<file path="src/rtl/dmatrig_pkg.sv">
package dmatrig_pkg;

    typedef enum logic {
        ST_IDLE  = 1'b0,
        ST_OFFER = 1'b1
    } disp_state_e;

    localparam int CODE_LSB = 12;
    localparam int CODE_W   = 6;
    localparam int IEN_BIT  = 20;
    localparam int CHEN_BIT = 22;

    localparam logic [2:0] A_EVT_EN  = 3'd0;
    localparam logic [2:0] A_EVT_SET = 3'd1;
    localparam logic [2:0] A_PEND    = 3'd2;
    localparam logic [2:0] A_IPEND   = 3'd3;
    localparam logic [2:0] A_ICLR    = 3'd4;
    localparam logic [2:0] A_IEN     = 3'd5;
    localparam logic [2:0] A_MISS    = 3'd6;

endpackage

</file>
<file path="src/rtl/dtc_lowest_pick.sv">
module dtc_lowest_pick #(
    parameter int N  = 16,
    parameter int CW = 4
) (
    input  logic [N-1:0]  req,
    output logic          any,
    output logic [CW-1:0] idx,
    output logic [N-1:0]  oh
);
    assign any = |req;
    assign oh  = req & (~req + N'(1));

    always_comb begin
        idx = '0;
        for (int i = N - 1; i >= 0; i--) begin
            if (req[i]) idx = CW'(i);
        end
    end
endmodule

</file>
<file path="src/rtl/dtc_cmpl_decode.sv">
module dtc_cmpl_decode
    import dmatrig_pkg::*;
#(
    parameter int N = 16
) (
    input  logic         fire,
    input  logic [31:0]  opt,
    output logic [N-1:0] int_set,
    output logic [N-1:0] chain_set
);
    logic [CODE_W-1:0] code;
    assign code = opt[CODE_LSB +: CODE_W];

    // codes at or above N match no target and are dropped
    for (genvar g = 0; g < N; g++) begin : g_tgt
        logic hit;
        assign hit          = fire && (code == CODE_W'(g));
        assign int_set[g]   = hit && opt[IEN_BIT];
        assign chain_set[g] = hit && opt[CHEN_BIT];
    end
endmodule

</file>
<file path="src/rtl/dtc_trig_collect.sv">
module dtc_trig_collect #(
    parameter int N = 16
) (
    input  logic [N-1:0] periph_evt,
    input  logic [N-1:0] evt_en,
    input  logic [N-1:0] cpu_set,
    input  logic [N-1:0] chain_set,
    output logic [N-1:0] trig
);
    for (genvar g = 0; g < N; g++) begin : g_ch
        assign trig[g] = (periph_evt[g] & evt_en[g]) | cpu_set[g] | chain_set[g];
    end
endmodule

</file>
<file path="src/rtl/dma_trig_ctrl.sv">
module dma_trig_ctrl
    import dmatrig_pkg::*;
#(
    parameter  int NUM_CH = 16,
    localparam int CH_W   = (NUM_CH > 1) ? $clog2(NUM_CH) : 1
) (
    input  logic              clk,
    input  logic              rst_n,
    input  logic [NUM_CH-1:0] periph_evt,
    input  logic              reg_wr,
    input  logic [2:0]        reg_addr,
    input  logic [NUM_CH-1:0] reg_wdata,
    output logic [NUM_CH-1:0] reg_rdata,
    output logic              disp_valid,
    output logic [CH_W-1:0]   disp_ch,
    input  logic              disp_ready,
    input  logic              cmpl_valid,
    input  logic              cmpl_last,
    input  logic [31:0]       cmpl_opt,
    output logic              irq
);
    disp_state_e       state_q, state_d;
    logic [CH_W-1:0]   ch_q;
    logic [NUM_CH-1:0] pend_q, ipend_q, miss_q, en_q, ien_q;

    logic              pick_any;
    logic [CH_W-1:0]   pick_idx;
    logic [NUM_CH-1:0] pick_oh;
    logic [NUM_CH-1:0] int_set, chain_set, cpu_set, trig;
    logic [NUM_CH-1:0] take, ip_clr, miss_clr, miss_hit;
    logic              grab;

    dtc_lowest_pick #(.N(NUM_CH), .CW(CH_W)) u_pick (
        .req(pend_q), .any(pick_any), .idx(pick_idx), .oh(pick_oh)
    );

    dtc_cmpl_decode #(.N(NUM_CH)) u_dec (
        .fire(cmpl_valid && cmpl_last), .opt(cmpl_opt),
        .int_set(int_set), .chain_set(chain_set)
    );

    dtc_trig_collect #(.N(NUM_CH)) u_trig (
        .periph_evt(periph_evt), .evt_en(en_q), .cpu_set(cpu_set),
        .chain_set(chain_set), .trig(trig)
    );

    assign cpu_set  = (reg_wr && reg_addr == A_EVT_SET) ? reg_wdata : '0;
    assign ip_clr   = (reg_wr && reg_addr == A_ICLR)    ? reg_wdata : '0;
    assign miss_clr = (reg_wr && reg_addr == A_MISS)    ? reg_wdata : '0;

    assign grab     = (state_q == ST_IDLE) && pick_any;
    assign take     = grab ? pick_oh : '0;
    assign miss_hit = trig & pend_q & ~take;

    // next-state logic
    always_comb begin
        state_d = state_q;
        unique case (state_q)
            ST_IDLE:  if (pick_any)   state_d = ST_OFFER;
            ST_OFFER: if (disp_ready) state_d = ST_IDLE;
            default:                  state_d = ST_IDLE;
        endcase
    end

    // state register
    always_ff @(posedge clk or negedge rst_n) begin
        if (!rst_n) begin
            state_q <= ST_IDLE;
            ch_q    <= '0;
        end else begin
            state_q <= state_d;
            if (grab) ch_q <= pick_idx;
        end
    end

    // channel bookkeeping registers
    always_ff @(posedge clk or negedge rst_n) begin
        if (!rst_n) begin
            pend_q  <= '0;
            ipend_q <= '0;
            miss_q  <= '0;
            en_q    <= '0;
            ien_q   <= '0;
        end else begin
            pend_q  <= (pend_q & ~take) | trig;
            ipend_q <= (ipend_q & ~ip_clr) | int_set;
            miss_q  <= (miss_q & ~miss_clr) | miss_hit;
            if (reg_wr && reg_addr == A_EVT_EN) en_q  <= reg_wdata;
            if (reg_wr && reg_addr == A_IEN)    ien_q <= reg_wdata;
        end
    end

    // outputs
    always_comb begin
        disp_valid = (state_q == ST_OFFER);
        disp_ch    = ch_q;
        irq        = |(ipend_q & ien_q);
        unique case (reg_addr)
            A_EVT_EN: reg_rdata = en_q;
            A_PEND:   reg_rdata = pend_q;
            A_IPEND:  reg_rdata = ipend_q;
            A_IEN:    reg_rdata = ien_q;
            A_MISS:   reg_rdata = miss_q;
            default:  reg_rdata = '0;
        endcase
    end
endmodule

</file>
<file path="config.mk">
export PLATFORM = sky130hd
export DESIGN_NAME = dma_trig_ctrl
export DESIGN_NICKNAME = d
export VERILOG_FILES = /design/src/rtl/dmatrig_pkg.sv /design/src/rtl/dtc_lowest_pick.sv /design/src/rtl/dtc_cmpl_decode.sv /design/src/rtl/dtc_trig_collect.sv /design/src/rtl/dma_trig_ctrl.sv
export SDC_FILE = /design/constraint.sdc
export NUM_CORES = 1
export LEC_CHECK = 0
export BUFFER_PORTS_ARGS = -buffer_cell sky130_fd_sc_hd__buf_4
export CAP_MARGIN = 5
export CORE_MARGIN = 2
export CORE_UTILIZATION = 35
export CTS_CLUSTER_DIAMETER = 80
export DETAILED_ROUTE_END_ITERATION = 12
export SLEW_MARGIN = 5
export SYNTH_ARGS = -nofsm -noshare
export SYNTH_HDL_FRONTEND = slang
export SYNTH_SLANG_ARGS = --single-unit
</file>
<file path="constraint.sdc">
create_clock -name clk -period 2.24 [get_ports clk]
set_input_delay 0.224 -clock clk [delete_from_list [all_inputs] [get_ports clk]]
set_output_delay 0.224 -clock clk [all_outputs]
set_load 0.1 [all_outputs]
</file>
==> results.md, run 1 <==
Run status:
- The run finished with clean final reports.

Worst setup path:
- The data required time at the worst endpoint is 2.02 ns.
- In this run the register-to-register setup slack is 0.28 ns.
- The capturing element type of the critical path is an output pin.
- The worst setup path is launched from a register.
- Along the worst path, the maximum fanout reaches 3.
- The number of cells on the worst reg-to-reg path is 5.
- Data on the critical path arrives at its endpoint at 1.80 ns.
- The worst register-to-register path ends at miss_q[15].
- The startpoint identified for the worst register-to-register timing path is pend_q[10].
- The type of the worst setup path is reg -> out.

Global route:
- The number of global-route vias before repair is 3744.
- After global routing the overflow that remains totals 0.
- The number of antenna violations at the first check in global routing was 0.
- The largest net degree at the start of global routing is 45.
- The global-route wire length before repair is 20200 µm.
- The global router's overall resource usage is around 20%.

STA:
- The tightest slew margin relative to the limit is 41.6%.
- Setup slack on the critical path of the routed design comes to 0.219 ns.
- The maximum clock frequency is 495 MHz.
- Setup repair after global routing left no endpoint under its margin.
- The count of final setup violators is 0.
- At the pin with the least slew margin, the transition time is 0.864 ns.
- The post-route clock period utilization is about nine tenths.
- The number of hold violations in the final report is 0.
- The worst hold slack after final layout is 0.0884 ns.
- The final number of max-transition violations was 0.
- Summed over all failing endpoints, the final setup total negative slack is 0 ns.
- For the final database, setup skew stands at 0.00550 ns.
- The post-route minimum period is 2.02 ns.

Drt:
- For this block, the via count after detailed routing is 3813.
- The number of DRC markers in iteration 0 is 305.
- Dividing the detail-routed wire length by the instance count gives 19.6 µm.
- The total length of routed wires is approximately 13000 µm.
- In the routed layout, each cell is associated on average with a via count of about 5.8.
- The total iterations of the first detailed-routing run is 6.
- The count of nets left with antenna violations once routing finished came out at 0.
- The total DRC errors in the routed layout is 0.

Die:
- The core box area is 12000 µm².
- The floorplan step defined a die boundary enclosing 13200 µm².
- The number of rows in the core area is 40.
- The I/O pin count is 95.
- The initial utilization of the core area, before any placement, comes to 35.9%.
- Measured along the y axis, the die boundary spans 115 µm.
- The floorplan die width is around 120 µm.

Final layout:
- In the layout the commonest cells are 98 x nand2_1, 89 x buf_4, 85 x dfrtp_1, 32 x mux2_2, 27 x o21ai_0.
- With fillers left out, the area of the finished cells amounts to approximately 5600 µm².
- The layout-stage area growth over the synthesis result is 29.2%.
- The multi-input logic area is 2270 µm².
- The sequential cells in the finished layout cover a total of 2130 µm².
- The layout filler cell count is roughly 1100.
- At the end of the flow, the number of nets in the layout was 574.
- The most frequent standard cell in the layout excluding fill and tap cells is nand2_1.
- Of the cells placed in the final design, the portion with a size suffix greater than 1 is a little under a third.
- The number of diodes is 0.

Yosys:
- The average size of a mapped cell is 10.3 µm².
- The number of nets in the synthesized netlist is ~500.
- The synthesized design contains 85 register bits.
- The synthesized netlist occupies a cell area of 4320 µm².
- The warning count from the yosys run is 0.
- The share of the Yosys chip area taken by registers is 49.3%.
- The number of distinct library cell variants in the gate-level netlist after synthesis is between 40 and 50.
- The cell count after synthesis is 420.

Clocking:
- The number of buffers added by the clock tree synthesis step is 9.
- The later-pin clock latency in the skew report is between 0.3 and 0.4 ns.
- The maximum level of the CTS H-tree is 3.
- The buffer levels on the longest clock path is 2.
- The tree built by TritonCTS fans out to 85 sinks.
- In this run the post-CTS setup repair buffer count came out at 0.
- The CTS clock-pin slew for the worst setup and hold paths is 0.06 ns.
- The number of gates resized after CTS was 0.
- TritonCTS built the clock tree.
- The cell sitting at the root of the clock tree is a clkbuf_16.

Placement:
- At the end of routability-driven placement, the weighted congestion stood at 0.924.
- Prior to clock tree synthesis, the placed netlist has a worst setup slack of 0.298 ns.
- Once placement finished, the instance area stood at 5290 µm².
- The count of input and output buffers is 70.
- The detailed placer's ending HPWL is approximately 10000 µm.

Power:
- The total power divided by cell area is 888 nW/µm².
- The worst vdd rail ir drop is 381 µV.
- Summed over all cells, the static leakage comes to 2.34 nW.
- The overall power is 4.95 mW.

Run:
- The count of max-cap constraint violations is 0.

Min path:
- Along the worst hold path, the cell count comes to 2.
- The startpoint identified for the worst hold timing path is disp_ready.
- The worst hold-check path type is in -> reg.
- The worst-case hold path end point is disp_valid.
==> cells by family (layout without fill, tap and decap cells) <==
kind of cell	count (synthesis)	count (layout)	share of synthesized area (%)
and+or+nand+nor	149	149	16.3
buffers and inverters	25	111	2.43
muxes	48	48	12.1
DFF	85	85	49.3
AOI/OAI and AO/OA	113	113	19.9
==> worst max-delay path: stages, from the launching register on <==
cell and delay (ns):
dfrtp_1 0.42, a22o_1 0.25, a221oi_1 0.35, nand4_1 0.18
buf_4 0.27
==> per-stage QoR <==
stage	instances	util, %
after floorplan	420	-
after global placement	636	44.0
after detailed placement	636	44.0
after CTS	653	46.4
after global routing	653	46.4
final	653	46.4
==> cells in the mapped netlist (all sizes together) <==
cell type	number	area, µm²
nand2	98	368
dfrtp	85	2130
mux2	32	360
o21ai	29	145
a222oi	16	160
mux2i	16	160
a22oi	15	113
nor2	15	56.3
o221ai	15	131
a22o	13	114
buf	12	56.3
clkbuf	9	33.8
a221oi	5	43.8
nor3	5	30.0
o2bb2ai	5	43.8
a21oi	4	20.0
inv	4	15.0
nand3	4	20.0
nor3b	4	30.0
nand2b	3	18.8
nor4	3	25.0
o31ai	3	22.5
or2	3	18.8
nand4	2	12.5
nor4b	2	47.6
or3	2	12.5
or4	2	18.8
a211oi	1	7.51
a21o	1	7.51
a311oi	1	8.76
a31oi	1	6.26
a41o	1	11.3
and2	1	6.26
and3	1	6.26
and3b	1	8.76
nand4b	1	8.76
nor2b	1	6.26
nor4bb	1	10.0
o21bai	1	7.51
o31a	1	8.76
o41ai	1	8.76
==> routing by layer <==
layer / wire length (µm) / track usage (%) / vias up
met4: 384 / 7.71 / 0
met2: 5850 / 30.8 / 156
met1: 5700 / 27.8 / 1873
met5: 0 / 0 / -
li1: - / - / 1756
met3: 839 / 3.32 / 28
==> worst max path at each step <==
stage | slack [ns] | from | endpoint
global route | 0.15 | pend_q[10] | miss_q[15]
global placement | 0.34 | pend_q[10] | miss_q[15]
detailed placement | 0.30 | pend_q[10] | miss_q[15]
CTS | 0.27 | pend_q[10] | miss_q[15]
finish | 0.22 | ipend_q[7] | irq
floorplan | -0.40 | reg_addr[0] | reg_rdata[3]
==> flip-flops by register name, indices dropped and copies added (netlist names) <==
name	flops
disp_ch	4
disp_valid	1
en_q	16
ien_q	16
ipend_q	16
miss_q	16
pend_q	16
==> report_power, final <==
part           leakage [nW]  internal (mW)  total (mW)  switching [mW]
clock                 0.132          0.811        1.40           0.587
sequential            0.969           1.80        2.04           0.246
combinational          1.24          0.508        1.51            1.01
==> what timing repair did <==
item / CTS / global route
hold buffers: 1 / 0
endpoints found under the hold margin: 10 / 0
setup endpoints to repair: 0 / 0
==> cell type report <==
cell class	instances	area share [%]
inverter	4	0.269
tap	147	3.30
clock buffer	13	4.67
timing repair buffer	91	12.5
clock inverter	3	0.359
sequential	85	38.1
multi-input combinational	310	40.8
Power figures use the tool's default switching activity.
==> run 2, diff against run 1 <==
- CTS_BUF_LIST: default -> sky130_fd_sc_hd__clkbuf_2 sky130_fd_sc_hd__clkbuf_4 sky130_fd_sc_hd__clkbuf_8
==> results.md, run 2 (same netlist as run 1, synthesis figures left out) <==
Drt:
- The average detailed-routed wire length per instance was 19.6 µm (about the same).
- The total length of routed wires is 12800 µm (about the same).
- The mean number of vias per cell came to 5.84 (about the same).
- The number of nets with antenna violations after routing was 0 (unchanged).
- The total iterations of the first detailed-routing run is 5 (was 6).
- The total DRC errors in the routed layout is 0 (unchanged).
- The total vias in the final route is 3812 (was 3813).
- The number of DRC markers in iteration 0 came to 290 (was 305).

Final layout:
- The core occupancy in the finished layout came to 45.7% (was 46.4%).
- The number of diodes came to 0 (unchanged).
- The layout-stage area growth over the synthesis result was 27.0% (was 29.2%).
- Commonest cells after routing, fill and taps aside: 98 x nand2_1, 89 x buf_4, 85 x dfrtp_1, 32 x mux2_2, 27 x o21ai_0 (unchanged).
- The final net count was 574 (unchanged).
- The share of final-layout standard cells stronger than drive strength 1 is 31.8% (was 31.4%).
- The most frequent standard cell in the layout excluding fill and tap cells is nand2_1 (unchanged).

Worst setup path:
- The largest fanout on the critical path is 3 (unchanged).
- The launch point of the worst reg-to-reg path is pend_q[10] (unchanged).
- The data required time at the worst endpoint is 2.02 ns (about the same).
- The worst setup path startpoint is ipend_q[7] (unchanged).
- The kind of launch point of the worst setup path is a register (unchanged).
- The critical path arrival was 1.82 ns (was 1.80 ns).
- The type of the worst setup path was reg -> out (unchanged).
- The capturing element type of the critical path is an output pin (unchanged).

Global route:
- The number of antenna violations at the first check in global routing is 0 (unchanged).
- The largest net degree at the start of global routing is 45 (unchanged).
- The global router's overall resource usage is 19.8% (about the same).
- The global-route wire length before repair came to 20100 µm (was 20200 µm).
- The remaining global-route overflow came to 0 (unchanged).
- The number of global-route vias before repair came to 3733 (was 3744).

STA:
- The maximum clock frequency was 489 MHz (was 495 MHz).
- The tightest slew margin relative to the limit came to 41.5% (was 41.6%).
- The count of final setup violators is 0 (unchanged).
- The maximum clock skew at final layout is 0.00905 ns (was 0.00550 ns).
- The number of hold violations in the final report is 0 (unchanged).
- The post-route minimum period is 2.04 ns (was 2.02 ns).
- The slew at the pin closest to its max-slew limit is 0.865 ns (was 0.864 ns).
- The post-route clock period utilization is 91.2% (was 90.2%).
- The final number of max-transition violations is 0 (unchanged).
- Unrepaired setup endpoints after global routing: false (unchanged).

Clocking:
- The later-pin clock latency in the skew report was 0.36 ns (was 0.33 ns).
- The CTS clock-pin slew for the worst setup and hold paths was 0.09 ns (was 0.06 ns).
- The cell chosen for the clock root is clkbuf_8 (was clkbuf_16).
- The TritonCTS clock tree is built (unchanged).
- The buffer levels on the longest clock path is 2 (unchanged).
- The number of gates resized after cts is 0 (unchanged).
- The count of hold-fix buffers inserted at cts is 1 (unchanged).
- The clock sink count is 85 (unchanged).
- The number of post-CTS setup repair buffers came to 0 (unchanged).
- The number of buffers added by the clock tree synthesis step is 9 (unchanged).
- The maximum level of the CTS H-tree is 3 (unchanged).

Power:
- The net load switching power is 1.81 mW (was 1.84 mW).
- The total power divided by cell area came to 838 nW/µm² (was 888 nW/µm²).
- The internal power consumption is 2.79 mW (was 3.12 mW).
- The worst vdd rail ir drop is 365 µV (was 381 µV).
- The leakage component of the power is 2.30 nW (was 2.34 nW).
- The relative contribution of combinational cells to total power was 33.0% (was 30.6%).
- The proportion of total power due to net switching came to 39.3% (was 37.1%).
- The clock network fraction of design power is 22.7% (was 28.2%).
- The overall power is 4.59 mW (was 4.95 mW).
- The sequential power share is 44.3% (was 41.2%).

Die:
- The starting density of the core came to 35.9% (unchanged).
- The I/O pin count is 95 (unchanged).
- The number of rows in the core area was 40 (unchanged).
- The area enclosed by the die boundary was 13200 µm² (unchanged).
- The core box area came to 12000 µm² (unchanged).
- The floorplan die width was 115 µm (unchanged).
- The height of the die is 115 µm (unchanged).

Placement:
- The routability-driven placement congestion ratio is 0.924 (unchanged).
- The detailed placer's ending HPWL is 9950 µm (unchanged).
- The count of input and output buffers is 70 (unchanged).

Run:
- The count of max-cap constraint violations is 0 (unchanged).

Min path:
- The startpoint of the most critical hold path is disp_ready (unchanged).
- The worst hold-check path type is in -> reg (unchanged).

Run status:
- Result of the run: finished clean (unchanged).
-- run 2: cell count changes in the layout (fill, tap and decap cells not counted) --
| cell | before | now |
|---|---|---|
| clkbuf_8 | 2 | 11 |
| clkbuf_4 | 0 | 2 |
| clkbuf_1 | 2 | 0 |
| clkbuf_16 | 9 | 0 |
-- run 2: layout make-up --
cell class,instances,area (µm²)
repair buffers,91,698
well taps,147,184
flip-flops and latches,85,2130
clock buffers,13,166
clock inverters,3,20.0
fillers,1151,6530
multi-input cells,310,2270
inverters,4,15.0
-- run 2: final timing paths --
kind                              end  slack, ns  depth (start not counted)
min reg2reg                 miss_q[9]       0.49                          2
max reg2reg                miss_q[15]       0.28                          5
max                               irq       0.20                          4
max in group asynchronous   miss_q[9]       1.36                          3
min                        disp_valid       0.05                          2
min in group asynchronous   pend_q[9]       0.24                          2
-- run 2: through the flow --
| stage | setup WS, ns | std cells | setup TNS, ns | area (µm²) | hold WS [ns] |
|---|---|---|---|---|---|
| 2_1_floorplan | -0.403 | 420 | -1.27 | 4500 | -0.0716 |
| 3_3_place_gp | 0.342 | 636 | 0 | 5290 | 0.0797 |
| 3_5_place_dp | 0.298 | 636 | 0 | 5290 | 0.0801 |
| 4_1_cts | 0.235 | 653 | 0 | 5480 | 0.0432 |
| 5_1_grt | 0.146 | 653 | 0 | 5480 | 0.0524 |
| 6_report | 0.197 | 653 | 0 | 5480 | 0.0505 |
-- run 2: layer usage --
| layer | up-vias | global-route usage, % | part of all wire, % |
|---|---|---|---|
| met3 | 23 | 2.64 | 5.4 |
| met1 | 1897 | 28.0 | 45 |
| met2 | 137 | 30.4 | 46 |
| met5 | - | 0 | 0 |
| li1 | 1755 | - | - |
| met4 | 0 | 9.24 | 2.6 |
-- run 2: power groups by stage --
stage	logic, mW	registers (mW)	clock network, mW
2_1_floorplan	0.945	2.17	0
3_3_place_gp	1.50	2.05	0
3_5_place_dp	1.52	2.06	0
4_1_cts	1.52	2.03	1.06
5_1_grt	1.61	2.08	1.11
6_report	1.52	2.04	1.04
-- run 2: critical path, cell delays in order (launching register included) --
cell	delay, ns
dfrtp_1	0.43
a22o_1	0.24
a221oi_1	0.33
nand4_1	0.18
buf_4	0.27
